**src/rtl/lit_pkg.sv**
```systemverilog
package lit_pkg;

    // Write targets as decoded upstream
    typedef enum logic [1:0] {
        SEL_RELOAD = 2'd0,
        SEL_CTRL   = 2'd1,
        SEL_ACK    = 2'd2,
        SEL_NONE   = 2'd3
    } sel_e;

    // Control bits; positions follow the written data byte
    typedef struct packed {
        logic cyc_mode;       // bit 2
        logic run;            // bit 1
        logic run_after_ack;  // bit 0
    } ctrl_t;

    typedef struct packed {
        logic ld_reload;
        logic ld_ctrl;
        logic ack;
    } wr_dec_t;

    function automatic wr_dec_t decode_write(input logic stb, input logic [1:0] sel);
        wr_dec_t d;
        d.ld_reload = stb && (sel_e'(sel) == SEL_RELOAD);
        d.ld_ctrl   = stb && (sel_e'(sel) == SEL_CTRL);
        d.ack       = stb && (sel_e'(sel) == SEL_ACK);
        return d;
    endfunction

endpackage

```
**src/rtl/lit_regs.sv**
```systemverilog
module lit_regs
    import lit_pkg::*;
#(
    parameter int DW = 8
) (
    input  logic          clk,
    input  logic          rst,
    input  logic          wr_stb,
    input  logic [1:0]    wr_sel,
    input  logic [DW-1:0] wr_data,
    output logic [DW-1:0] reload_val,
    output ctrl_t         ctrl,
    output logic          load_cnt,
    output logic          clr_irq
);

    wr_dec_t dec;

    always_comb begin
        dec      = decode_write(wr_stb, wr_sel);
        load_cnt = dec.ld_ctrl && wr_data[1];
        clr_irq  = dec.ld_ctrl || dec.ack;
    end

    always_ff @(posedge clk) begin
        if (rst) begin
            reload_val <= '0;
            ctrl       <= '0;
        end else begin
            if (dec.ld_reload)
                reload_val <= wr_data;
            if (dec.ld_ctrl)
                ctrl <= ctrl_t'(wr_data[2:0]);
            else if (dec.ack)
                ctrl.run <= ctrl.run_after_ack;
        end
    end

    // stored reload value follows the written byte
    a_r1_reload_store: assert property (@(posedge clk) disable iff (rst)
        (wr_stb && wr_sel == 2'd0) |=> reload_val == $past(wr_data));

    // acknowledge copies run-after-ack into run, leaves the rest
    a_r3_ack_copy: assert property (@(posedge clk) disable iff (rst)
        (wr_stb && wr_sel == 2'd2) |=>
            (ctrl.run == $past(ctrl.run_after_ack)) &&
            (ctrl.cyc_mode == $past(ctrl.cyc_mode)) &&
            (ctrl.run_after_ack == $past(ctrl.run_after_ack)));

    // the unused target alters no register
    a_r9_unused_target: assert property (@(posedge clk) disable iff (rst)
        (wr_stb && wr_sel == 2'd3) |=> $stable(reload_val) && $stable(ctrl));

endmodule

```
**src/rtl/lit_prescaler.sv**
```systemverilog
module lit_prescaler #(
    parameter int PW     = 10,
    parameter int PERIOD = 341,
    parameter int STEP   = 3
) (
    input  logic clk,
    input  logic rst,
    input  logic step,
    input  logic cyc_mode,
    input  logic load,
    output logic tick
);

    localparam logic signed [PW-1:0] PER_S  = PW'(PERIOD);
    localparam logic signed [PW-1:0] STEP_S = PW'(STEP);

    logic signed [PW-1:0] ps;
    logic signed [PW-1:0] ps_dec;
    logic                 expired;

    always_comb begin
        ps_dec  = ps - STEP_S;
        expired = ps_dec[PW-1] || (ps_dec == '0);
        tick    = step && (cyc_mode || expired);
    end

    always_ff @(posedge clk) begin
        if (rst)
            ps <= '0;
        else if (load)
            ps <= PER_S;
        else if (step && !cyc_mode)
            ps <= expired ? ps_dec + PER_S : ps_dec;
    end

    // prescaler stays within 0..PERIOD
    a_r4_range: assert property (@(posedge clk) disable iff (rst)
        !ps[PW-1] && (ps <= PER_S));

    // cycle mode leaves the prescaler untouched
    a_r5_ps_idle: assert property (@(posedge clk) disable iff (rst)
        (step && cyc_mode && !load) |=> $stable(ps));

    // no step, no change
    a_r8_ps_hold: assert property (@(posedge clk) disable iff (rst)
        (!step && !load) |=> $stable(ps));

endmodule

```
**src/rtl/lit_counter.sv**
```systemverilog
module lit_counter #(
    parameter int DW = 8
) (
    input  logic          clk,
    input  logic          rst,
    input  logic          tick,
    input  logic          load,
    input  logic          clr,
    input  logic [DW-1:0] reload_val,
    output logic [DW-1:0] count,
    output logic          irq
);

    logic wrap;

    always_comb wrap = tick && (count == '1);

    always_ff @(posedge clk) begin
        if (rst) begin
            count <= '0;
            irq   <= 1'b0;
        end else begin
            if (load)
                count <= reload_val;
            else if (tick)
                count <= wrap ? reload_val : count + 1'b1;

            if (clr)
                irq <= 1'b0;
            else if (wrap)
                irq <= 1'b1;
        end
    end

    // a wrap reloads and raises the request
    a_r6_wrap: assert property (@(posedge clk) disable iff (rst)
        (wrap && !load && !clr) |=> irq && (count == $past(reload_val)));

    // the request only rises after a wrap
    a_r6_rise_cause: assert property (@(posedge clk) disable iff (rst)
        $rose(irq) |-> $past(wrap));

    // sticky until a clearing write
    a_r7_sticky: assert property (@(posedge clk) disable iff (rst)
        (irq && !clr) |=> irq);

    // clearing write wins
    a_r7_clear: assert property (@(posedge clk) disable iff (rst)
        clr |=> !irq);

    // count holds without tick or load
    a_r8_cnt_hold: assert property (@(posedge clk) disable iff (rst)
        (!tick && !load) |=> $stable(count));

endmodule

```
**src/rtl/line_irq_timer.sv**
```systemverilog
module line_irq_timer
    import lit_pkg::*;
#(
    parameter int DW     = 8,
    parameter int PW     = 10,
    parameter int PERIOD = 341,
    parameter int STEP   = 3
) (
    input  logic          clk,
    input  logic          rst,
    input  logic          cpu_ce,
    input  logic          wr_stb,
    input  logic [1:0]    wr_sel,
    input  logic [DW-1:0] wr_data,
    output logic          irq,
    output logic [DW-1:0] count_dbg
);

    logic [DW-1:0] reload_val;
    ctrl_t         ctrl;
    logic          load_cnt;
    logic          clr_irq;
    logic          step;
    logic          tick;

    lit_regs #(.DW(DW)) u_regs (
        .clk        (clk),
        .rst        (rst),
        .wr_stb     (wr_stb),
        .wr_sel     (wr_sel),
        .wr_data    (wr_data),
        .reload_val (reload_val),
        .ctrl       (ctrl),
        .load_cnt   (load_cnt),
        .clr_irq    (clr_irq)
    );

    // A clearing write suspends counting for its cycle
    always_comb step = cpu_ce && ctrl.run && !clr_irq;

    lit_prescaler #(.PW(PW), .PERIOD(PERIOD), .STEP(STEP)) u_pre (
        .clk      (clk),
        .rst      (rst),
        .step     (step),
        .cyc_mode (ctrl.cyc_mode),
        .load     (load_cnt),
        .tick     (tick)
    );

    lit_counter #(.DW(DW)) u_cnt (
        .clk        (clk),
        .rst        (rst),
        .tick       (tick),
        .load       (load_cnt),
        .clr        (clr_irq),
        .reload_val (reload_val),
        .count      (count_dbg),
        .irq        (irq)
    );

    // control write with run set loads the count
    a_r2_ctrl_load: assert property (@(posedge clk) disable iff (rst)
        (wr_stb && wr_sel == 2'd1 && wr_data[1]) |=> count_dbg == $past(reload_val));

    // clock enable low freezes the count
    a_r8_ce_low: assert property (@(posedge clk) disable iff (rst)
        (!cpu_ce && !(wr_stb && wr_sel == 2'd1)) |=> $stable(count_dbg));

    // reset leaves everything cleared
    a_r10_reset: assert property (@(posedge clk)
        rst |=> (count_dbg == '0) && !irq);

endmodule

```
**config.mk**
```make
export PLATFORM = sky130hd
export DESIGN_NAME = line_irq_timer
export DESIGN_NICKNAME = d
export VERILOG_FILES = /design/src/rtl/lit_pkg.sv /design/src/rtl/lit_regs.sv /design/src/rtl/lit_prescaler.sv /design/src/rtl/lit_counter.sv /design/src/rtl/line_irq_timer.sv
export SDC_FILE = /design/constraint.sdc
export NUM_CORES = 1
export LEC_CHECK = 0
export ABC_AREA = 1
export CAP_MARGIN = 20
export CORE_MARGIN = 2
export CORE_UTILIZATION = 30
export DETAILED_ROUTE_END_ITERATION = 16
export DONT_BUFFER_PORTS = 1
export SYNTH_ARGS = -nofsm -noshare
export SYNTH_HDL_FRONTEND = slang
export SYNTH_SLANG_ARGS = --single-unit
```
**constraint.sdc**
```tcl
create_clock -name clk -period 2.3 [get_ports clk]
set_input_delay 0.23 -clock clk [delete_from_list [all_inputs] [get_ports clk]]
set_output_delay 0.23 -clock clk [all_outputs]
set_load 0.1 [all_outputs]
```
* Word-level counts from Yosys, hierarchy flattened *
Index checks and enable logic that the tools add are counted.

storage, ports and cells
  register bits = 30
  input bits = 14
  output and inout bits = 9
  word-level logic and storage cells = 43

cells by class
  add/sub/neg operators = 3
  eq/ne operators = 3
  multiplexer cells = 8
  reduce and logical (&&, ||, !) cells = 21

operator list
  cell                      number
  $mux W8                   3
  $mux W9                   2
  $add A10 B10 Y10 const B  1
  $logic_not A10 Y1         1
  $mux W10                  1
  $sub A10 B3 Y10 const B   1
  $logic_and A1 B1 Y1       9
  $add A8 B1 Y8 const B     1
  $eq A8 B8 Y1 const B      1
  $reduce_bool A2 Y1        3
  $reduce_or A2 Y1          2
  $logic_or A1 B1 Y1        3
  $eq A2 B1 Y1 const B      1
  $eq A2 B2 Y1 const B      1
  $logic_not A1 Y1          2
  $logic_not A2 Y1          1
  $mux W1                   2

* Longest topological paths before layout *
Gate-level depths: netlist of the first run.

  word-level depth = 10
  gate-level depth with buffers = 16
  mapped depth without buffers = 16

* Hierarchy *
From an unflattened synthesis of the first run, not the netlist that was laid out.

second synthesis, totals
  cells, all modules = 305
  area total of the unflattened synthesis = 2023.2 sq um

modules (own cells, without submodules)
  module          instances  cells an instance  area each (sq um)  sequential area each (sq um)
  lit_prescaler   1          154                985.9              200.2
  lit_counter     1          90                 576.8              180.2
  lit_regs        1          59                 450.4              220.2
  line_irq_timer  1          2                  10.0               0.0

* Worst setup path after synthesis of the first run *
OpenSTA, ideal clock, no wires.

  path kind = register to register
  start point = register u_cnt.count[0]
  end point = register u_cnt.count[3]
  setup time = 118 ps
  arrival = 2285 ps
  data required time = 2182 ps
  slack = -103 ps
  stages on the path, launching flop included = 12
  buffers on the path = 1
  clock period less this slack = 2403 ps
  path through = dfxtp_1 -> ha_1 -> nand2_1 -> inv_1 -> nand4_1 -> nor3_1 -> nand3_2 -> buf_6 -> nand3_1 -> nand2_1 -> nor2_2 -> nor2_2

between the ends
  cells in the longest elaborated chain, start to end = 5
  elaborated cells between the ends (all ways) = 6
  those cells by class = add/sub (1); eq/ne (1); mux (3); reduce/logical (1)

ends and longest elaborated chain
  what                                                   RTL line           text
  start, declared                                        lit_counter.sv:10  output logic [DW-1:0] count,
  start signal, assigned                                 lit_counter.sv:24  count <= reload_val;
  start signal, assigned                                 lit_counter.sv:26  count <= wrap ? reload_val : count + 1'b1;
  branches (longest 2 deep; another with $add A8 B1 Y8)  --
  $mux W8 *                                              lit_counter.sv:26
  $mux W8 *                                              lit_counter.sv:25  else if (tick)
  $mux W8 *                                              lit_counter.sv:23  if (load)

Every way passes the cells marked *. The select of a mux whose other input is x is not followed.
A chain may end at the register's enable or synchronous reset.

* Final worst setup path of the first run *
  start point = register u_pre.ps[2]
  end point = register u_cnt.count[0]

between the ends
  cells in the longest elaborated chain, start to end = 9
  elaborated cells between the ends (all ways) = 10
  those cells by class = add/sub (1); mux (3); reduce/logical (6)

ends and longest elaborated chain
  what                    RTL line             text
  start, declared         lit_prescaler.sv:17  logic signed [PW-1:0] ps;
  start signal, assigned  lit_prescaler.sv:33  ps <= expired ? ps_dec + PER_S : ps_dec;
  $sub A10 B3 Y10 *       lit_prescaler.sv:22  ps_dec = ps - STEP_S;
  $logic_not A10 Y1       lit_prescaler.sv:23  expired = ps_dec[PW-1] || (ps_dec == '0);
  $logic_or A1 B1 Y1 *    lit_prescaler.sv:23
  $logic_or A1 B1 Y1 *    lit_prescaler.sv:24  tick = step && (cyc_mode || expired);
  $logic_and A1 B1 Y1 *   lit_prescaler.sv:24
  $logic_and A1 B1 Y1     lit_counter.sv:16    always_comb wrap = tick && (count == '1);
  $mux W8                 lit_counter.sv:26
  $mux W8                 lit_counter.sv:25
  $mux W8                 lit_counter.sv:23

Mark *: on every way between the ends. The rest lies on a longest branch, timed or not. The select of a mux whose other input is x is not followed.

==> results.ini, run 1 <==
[sta]
setup_viol = 0
fin_crit_ns = 2.13
holdWs_ns = 0.0929
fin_skew_ns = 0.00222
tns_ns = 0
clock.fmax_mhz = 470
worst_pin_slew_ns = 0.532
slew_headroom_pct = 64.5
min_period_over_period_pct = 92.4
finalHoldViolations = 0
layout_setup_ws_ns = 0.174
maxSlewViolCount = 0

[yosys]
synth_top_area_share_pct = 31.3
synth_top_family_by_area = simple AND/OR/NAND/NOR gates
synthXorXnorAreaFrac_pct = 4.56
synth_fa_ha_area_share_pct = 2.61
yosys-top-cells-count = nand2_1, inv_1, nor2_1, dfxtp_1, nand3_1
syn_area_per_cell_um2 = 6.51
synthCells = 295
syn_nets = 313
netlist_area_mm2 = 0.00192
synth_compound_gate_area_share_pct = 16.2
synth_area_leaders = dfxtp_1, nand2_1, inv_1
synth_edf_count = 0
synthMuxAreaShare_pct = 0
synth_simple_gate_area_share_pct = 33.8
synth_ff_type = dfxtp_1
yosysWarnings = 0
synth_seq_cells = 30
yosysTopAreaCell = dfxtp_1
synth_cell_type_count = 28
synth-seq-area-share_pct = 31.3
ys_async_sr_fraction_pct = 0
synth_most_common_cell = nand2_1

[grt]
grt_pass1_vias = 1772
grt_max_degree = 20
antenna_found_initial = 0
grt_pass1_wl_mm = 7.93
grt_overflow = 0
grt_util_all_layers_pct = 14.0

[floorplanning]
row_count = 29
die-height_um = 84.0
io_pins = 23
die_x_um = 84.0
start_util_pct = 30.6
core_region_area_mm2 = 0.00628
fp.dieArea_mm2 = 0.00705

[critical_path]
reg2reg_from = u_pre.ps[2]
cp_slowest_cell = dfxtp_1
cp_max_fo = 15
path_cells = inv_2 > ha_1 > nand2_1 > nand2_2 > nor2_2 > nand2_1 > nand2_2 > nor2_1 > nand2_1 > nand3_2 > nand2_2 > nand2_4 > o21ai_0 > inv_1 > nand2_1 > inv_1
worstPathArrival_ns = 2.31
worstSetupEndpointType = flip-flop
crit_type = reg2reg
cp_common_cell = nand2_1
cp.buffers_inverters = 3
slowest_delay_ns = 0.35
worstPathRequired_ns = 2.49
r2r_slack_ns = 0.17
reg2reg_depth = 16
r2r_end = u_cnt.count[0]
critPathLaunchType = flip-flop
cp_top_family = simple AND/OR/NAND/NOR gates

[cts]
cts_tree = done
cts_root_buf = clkbuf_8
clock-sinks = 30
clk_latency_ns = 0.29
cts_buffer_depth = 2
cts_buffers = 5
htreeDepth = 2
clkTransAtPathRegs_ns = 0.07

[cells_and_area]
final_area_mm2 = 0.00223
antenna_cells = 0
area_delta_synth_final_pct = 16.1
nNetsFinal = 325
drive_gt1_share_pct = 14.6

[drt]
vias_per_cell = 4.87
dr.pass1.iters = 5
route.detailed.drc = 0
drt_iter0_markers = 68
drtAntennaViolNets = 0
avgRoutedWirePerCell_um = 12.1
route.final.wire_length_mm = 4.67
dr_total_vias = 1875

[worst_hold_path]
holdPathEnd = u_regs.ctrl[0]
hp-start = wr_data[0]
min_path_cells = 2
hp-class = in2reg

[placement]
dp_slack_ns = 0.143
placed_cell_area_mm2 = 0.00204
gp_congestion = 0.900
hpwl_mm = 3.44
numPortBuffers = 0

[power]
p_sw_share_pct = 27.2
vdd_drop_max_uv = 349
p_sw_uw = 402
leakagePower_nw = 1.04
power_density_mw_per_mm2 = 663
total_power_mw = 1.48
seqPwrFrac_pct = 37.3
pwr-share-clk_pct = 45.9
p_int_mw = 1.08
combPwrFrac_pct = 16.8

[job]
drv_cap = 0

[run_status]
run_status = complete, no violations

## final cells by class
class | count | area [µm²]
Tap cell | 77 | 96.3
Fill cell | 667 | 4050
Timing Repair Buffer | 13 | 103
Clock inverter | 2 | 60.1
Clock buffer | 6 | 82.6
Multi-Input combinational cell | 213 | 1120
Sequential cell | 30 | 603
Inverter | 44 | 165
## sequential cells by signal, summed over array words and instances, names as in the netlist
register	flops
u_cnt.count	8
u_cnt.irq	1
u_pre.ps	10
u_regs.ctrl	3
u_regs.reload_val	8
## per-layer routing
metal / vias up / track usage, % / wire length [µm]
li1: 975 / - / -
met1: 831 / 16.8 / 2090
met2: 56 / 22.2 / 2130
met3: 13 / 4.45 / 305
met4: 0 / 7.62 / 144
met5: - / 0 / 0
## power groups by stage
stage / Sequential, mW / Clock, mW / Combinational [mW]
after floorplan: 0.604 / 0 / 0.159
after global placement: 0.562 / 0 / 0.236
after detailed placement: 0.562 / 0 / 0.238
after CTS: 0.551 / 0.688 / 0.242
after global routing: 0.552 / 0.721 / 0.274
final: 0.551 / 0.678 / 0.249
## repair_timing
item,in CTS,in global routing
hold buffers,1,1
buffers inserted,0,0
setup endpoints to repair,0,13
hold endpoints to repair,6,1
resized for setup,0,8
## cell usage in the layout (no fill, tap or decap), types with 2 or more instances in the layout
master / n
dlygate4sd3_1: 2
o21ai_1: 10
nand2_2: 6
inv_1: 42
buf_4: 11
a21boi_2: 2
nor2_2: 6
a31oi_1: 4
inv_2: 2
nand2_1: 56
nor3_2: 2
dfxtp_2: 2
clkbuf_8: 6
nand4_1: 6
xor2_1: 9
dfxtp_1: 28
nand3_1: 26
nor2_1: 37
ha_1: 4
a21oi_1: 15
o21ai_0: 18
bufinv_16: 2
## kinds of logic (layout without fill, tap and decap cells)
kind of cell,count (synthesis),count (layout)
and+or+nand+nor,144,144
AOI/OAI and AO/OA,55,55
buffers and inverters,52,65
DFF,30,30
xor gates and xnor gates,10,10
adders and majority gates,4,4
## stage by stage
| stage | instances | utilization [%] |
|---|---|---|
| CTS | 384 | 35.0 |
| global route | 385 | 35.5 |
| finish | 385 | 35.5 |
| floorplan | 295 | - |
| detailed placement | 375 | 32.6 |
| global placement | 375 | 32.6 |
## worst register-to-register path, stage by stage (launching register included)
cell and delay [ns]:
dfxtp_1 0.35, inv_2 0.07, ha_1 0.17, nand2_1 0.13, nand2_2 0.09, nor2_2 0.16, nand2_1 0.08, nand2_2 0.10
nor2_1 0.05, nand2_1 0.11, nand3_2 0.14, nand2_2 0.12, nand2_4 0.12, o21ai_0 0.19, inv_1 0.06, nand2_1 0.06
inv_1 0.03
## how the worst max path moves through the flow
stage,depth (start not counted),from,to,slack (ns)
global route,13,u_pre.ps[2],u_pre.ps[1],-0.004
floorplan,10,u_cnt.count[2],u_cnt.count[3],0.13
detailed placement,13,u_pre.ps[2],u_pre.ps[1],0.14
finish,16,u_pre.ps[2],u_cnt.count[0],0.17
CTS,16,u_pre.ps[2],u_cnt.count[2],0.12
global placement,16,u_pre.ps[2],u_cnt.count[2],0.18
(Power assumes the default switching activity.)
==> run 2, diff against run 1 <==
- SYNTH_HIERARCHICAL: default -> 1
==> run 2 against run 1 <==
  * Synthesized cell count grew 3.4%
  * Register-to-register slack lost 0.04 ns
  * Routed wire length grew 8.4%
  * Combinational power grew 64%
  * Area after synthesis grew 5.4%
  * Total power grew 12%
  * Critical path depth grew 3
  * Die area grew 5.1%
  * Worst hold slack lost 0.077 ns
  * Via count grew 5.7%
==> results.ini, run 2 <==
[run_status]
run_status = complete, no violations

[yosys]
netlist_area_mm2 = 0.00202  ; +5.4%
syn_area_per_cell_um2 = 6.63  ; +2.0%
synth_most_common_cell = nand2_1
synth-seq-area-share_pct = 29.7  ; -1.6 points
synthCells = 305  ; +3.4%
synth_seq_cells = 30  ; unchanged
synth_edf_count = 0  ; unchanged
synth_cell_type_count = 31  ; +11%
syn_nets = 324  ; +3.5%
yosys-top-cells-count = nand2_1, inv_1, nor2_1, dfxtp_1, a21oi_1
ys_async_sr_fraction_pct = 0  ; unchanged
synth_area_leaders = dfxtp_1, nand2_1, inv_1
synth_ff_type = dfxtp_1
yosysTopAreaCell = dfxtp_1
yosysWarnings = 6  ; +6
synth_top_area_share_pct = 29.7  ; -1.6 points

[critical_path]
path_depth = 19  ; +3
crit_type = reg2reg
worstPathArrival_ns = 2.35  ; +0.04 ns
cp_common_cell = nand2_4
cp.buffers_inverters = 5  ; +2
slowest_delay_ns = 0.39  ; +0.04 ns
cp_max_fo = 5  ; -10
cp_slowest_cell = dfxtp_4
reg2reg_depth = 19  ; +3
path_cells = inv_6 > ha_4 > nand2_4 > nand2_8 > nor2_4 > nand4_1 > nand2_4 > inv_4 > nand2_4 > o21ai_2 > inv_2 > nand2_2 > nor2_4 > a21oi_2 > buf_4 > nand3_1 > nand2_1 > nand2_1 > inv_1
worstSetupEndpointType = flip-flop
worstPathRequired_ns = 2.49  ; about the same
cp_top_family = simple AND/OR/NAND/NOR gates
critPathLaunchType = flip-flop

[placement]
place_inst = 396  ; +5.6%
gp_congestion = 0.846  ; -6.0%
hpwl_mm = 3.68  ; +6.9%
placed_cell_area_mm2 = 0.00226  ; +10%
numPortBuffers = 0  ; unchanged

[cells_and_area]
antenna_cells = 0  ; unchanged
fin_cells = 408  ; +6.0%
largestRegisters = u_pre/ps (10), u_cnt/count (8), u_regs/reload_val (8)
largest_reg_flops = 10  ; unchanged
final_common_cell = nand2_1
drive_gt1_share_pct = 26.6  ; +12 points
final_area_mm2 = 0.00252  ; +13%
area_delta_synth_final_pct = 24.6
final_cell_mix = nand2_1, inv_1, nor2_1, dfxtp_1, a21oi_1
nNetsFinal = 349  ; +7.4%
largest-register = u_pre/ps

[floorplanning]
start_util_pct = 31.5  ; +0.93 points
core_region_area_mm2 = 0.00642  ; +2.3%
die_x_um = 86.1  ; +2.5%
fp.dieArea_mm2 = 0.00742  ; +5.1%
die-height_um = 86.1  ; +2.5%
io_pins = 23  ; unchanged
row_count = 29  ; unchanged

[sta]
setup_viol = 0  ; unchanged
clock.fmax_mhz = 462  ; -1.8%
fin_crit_ns = 2.17  ; +0.0399 ns
fin_skew_ns = 0.00731  ; +0.00509 ns
finalHoldViolations = 0  ; unchanged
maxSlewViolCount = 0  ; unchanged
min_period_over_period_pct = 94.2  ; +1.7 points
worst_pin_slew_ns = 0.365  ; -0.167 ns
slew_headroom_pct = 75.6  ; +11 points

[worst_hold_path]
min_path_cells = 1  ; -1
hp-class = in2reg

[grt]
grt_util_all_layers_pct = 13.8  ; -0.26 points
grt_max_degree = 15  ; -25%
grt_pass1_vias = 1760  ; -0.68%
grt_overflow = 0  ; unchanged
antenna_found_initial = 0  ; unchanged
grt_pass1_wl_mm = 8.22  ; +3.7%

[drt]
avgRoutedWirePerCell_um = 12.4  ; +2.3%
dr_total_vias = 1981  ; +5.7%
route.final.wire_length_mm = 5.06  ; +8.4%
drt_iter0_markers = 112  ; +65%
drtAntennaViolNets = 0  ; unchanged
dr.pass1.iters = 4  ; -1
route.detailed.drc = 0  ; unchanged
vias_per_cell = 4.86  ; -0.30%

[power]
p_sw_share_pct = 30.7  ; +3.5 points
leakagePower_nw = 1.12  ; +7.6%
pwr-share-clk_pct = 40.8  ; -5.1 points
vdd_drop_max_uv = 312  ; -11%
power_density_mw_per_mm2 = 654  ; -1.3%
seqPwrFrac_pct = 34.4  ; -2.9 points
p_sw_uw = 506  ; +26%
p_int_mw = 1.14  ; +6.2%
combPwrFrac_pct = 24.8  ; +8.0 points

[cts]
clock-sinks = 30  ; unchanged
cts_root_buf = clkbuf_8
clk_latency_ns = 0.28  ; about the same
htreeDepth = 2  ; unchanged
clkTransAtPathRegs_ns = 0.07  ; about the same
cts_buffers = 5  ; unchanged
cts_tree = done
cts_buffer_depth = 2  ; unchanged

[job]
drv_cap = 0  ; unchanged

==> run 2: changes by cell type in the layout (fill, tap and decap cells not counted), sizes merged, moves of 2 or more <==
cell    previous run  this run
a21boi             4         0
a21oi             15        27
a31oi              4         1
buf               11        19
clkinv             0         2
nand2             63        81
nand4              6         8
nor2              44        40
o21ai             29        25
xor2               9         6
==> run 2: path summary, 6_finish.rpt <==
kind                   startpoint  slack, ns              to
min                           rst       0.02       u_cnt/irq
min reg2reg  u_regs/reload_val[6]       0.48  u_cnt/count[6]
max reg2reg           u_pre/ps[2]       0.13  u_cnt/count[4]
max                   u_pre/ps[2]       0.13  u_cnt/count[4]
==> run 2: repair_timing <==
action | CTS | global route
endpoints found under the hold margin | 4 | 0
gates resized for setup | 1 | 23
cloned | 0 | 1
hold buffers | 1 | 0
setup endpoints to repair | 4 | 8
buffers inserted | 0 | 2
pin swaps | 0 | 7
==> run 2: kinds of logic (layout without fill, tap and decap cells) <==
group,after synthesis,in the layout,share of synthesized area (%)
simple gates,159,160,39.2
compound gates,56,56,15.1
buf+inv,49,74,10.3
flops,30,30,29.7
xor+xnor,6,6,2.60
fa+ha+maj,5,5,3.09
==> run 2: power groups by stage <==
stage          Sequential (mW)  Combinational [mW]  Clock, mW
3_3_place_gp             0.579               0.372          0
3_5_place_dp             0.579               0.376          0
2_1_floorplan            0.620               0.264          0
5_1_grt                  0.571               0.447      0.710
4_1_cts                  0.567               0.381      0.691
6_report                 0.567               0.409      0.672
==> run 2: cell type report <==
class	instances	area [µm²]
Timing Repair Buffer	20	153
Clock buffer	6	82.6
Tap cell	77	96.3
Inverter	46	185
Fill cell	681	3900
Sequential cell	30	612
Clock inverter	2	60.1
Multi-Input combinational cell	227	1330
==> run 2: through the flow <==
step           power, mW  util (%)  hold slack (ns)  setup TNS (ns)  worst slack, ns
2_1_floorplan      0.884         -            0.289         -0.0388          -0.0224
3_3_place_gp       0.950      35.2            0.293               0           0.0249
3_5_place_dp       0.955      35.2            0.297         -0.0991          -0.0408
4_1_cts             1.64      37.6          0.00802               0          0.00383
5_1_grt             1.73      39.2          0.00641         -0.0498          -0.0192
6_report            1.65      39.2           0.0164               0            0.134
==> run 2: layer usage <==
| metal | up-vias | share of wire, % | global-route usage (%) |
|---|---|---|---|
| met5 | - | 0 | 0 |
| met4 | 0 | 1.4 | 4.33 |
| met3 | 8 | 4.3 | 3.27 |
| met2 | 42 | 45 | 21.1 |
| met1 | 891 | 49 | 19.0 |
| li1 | 1040 | - | - |
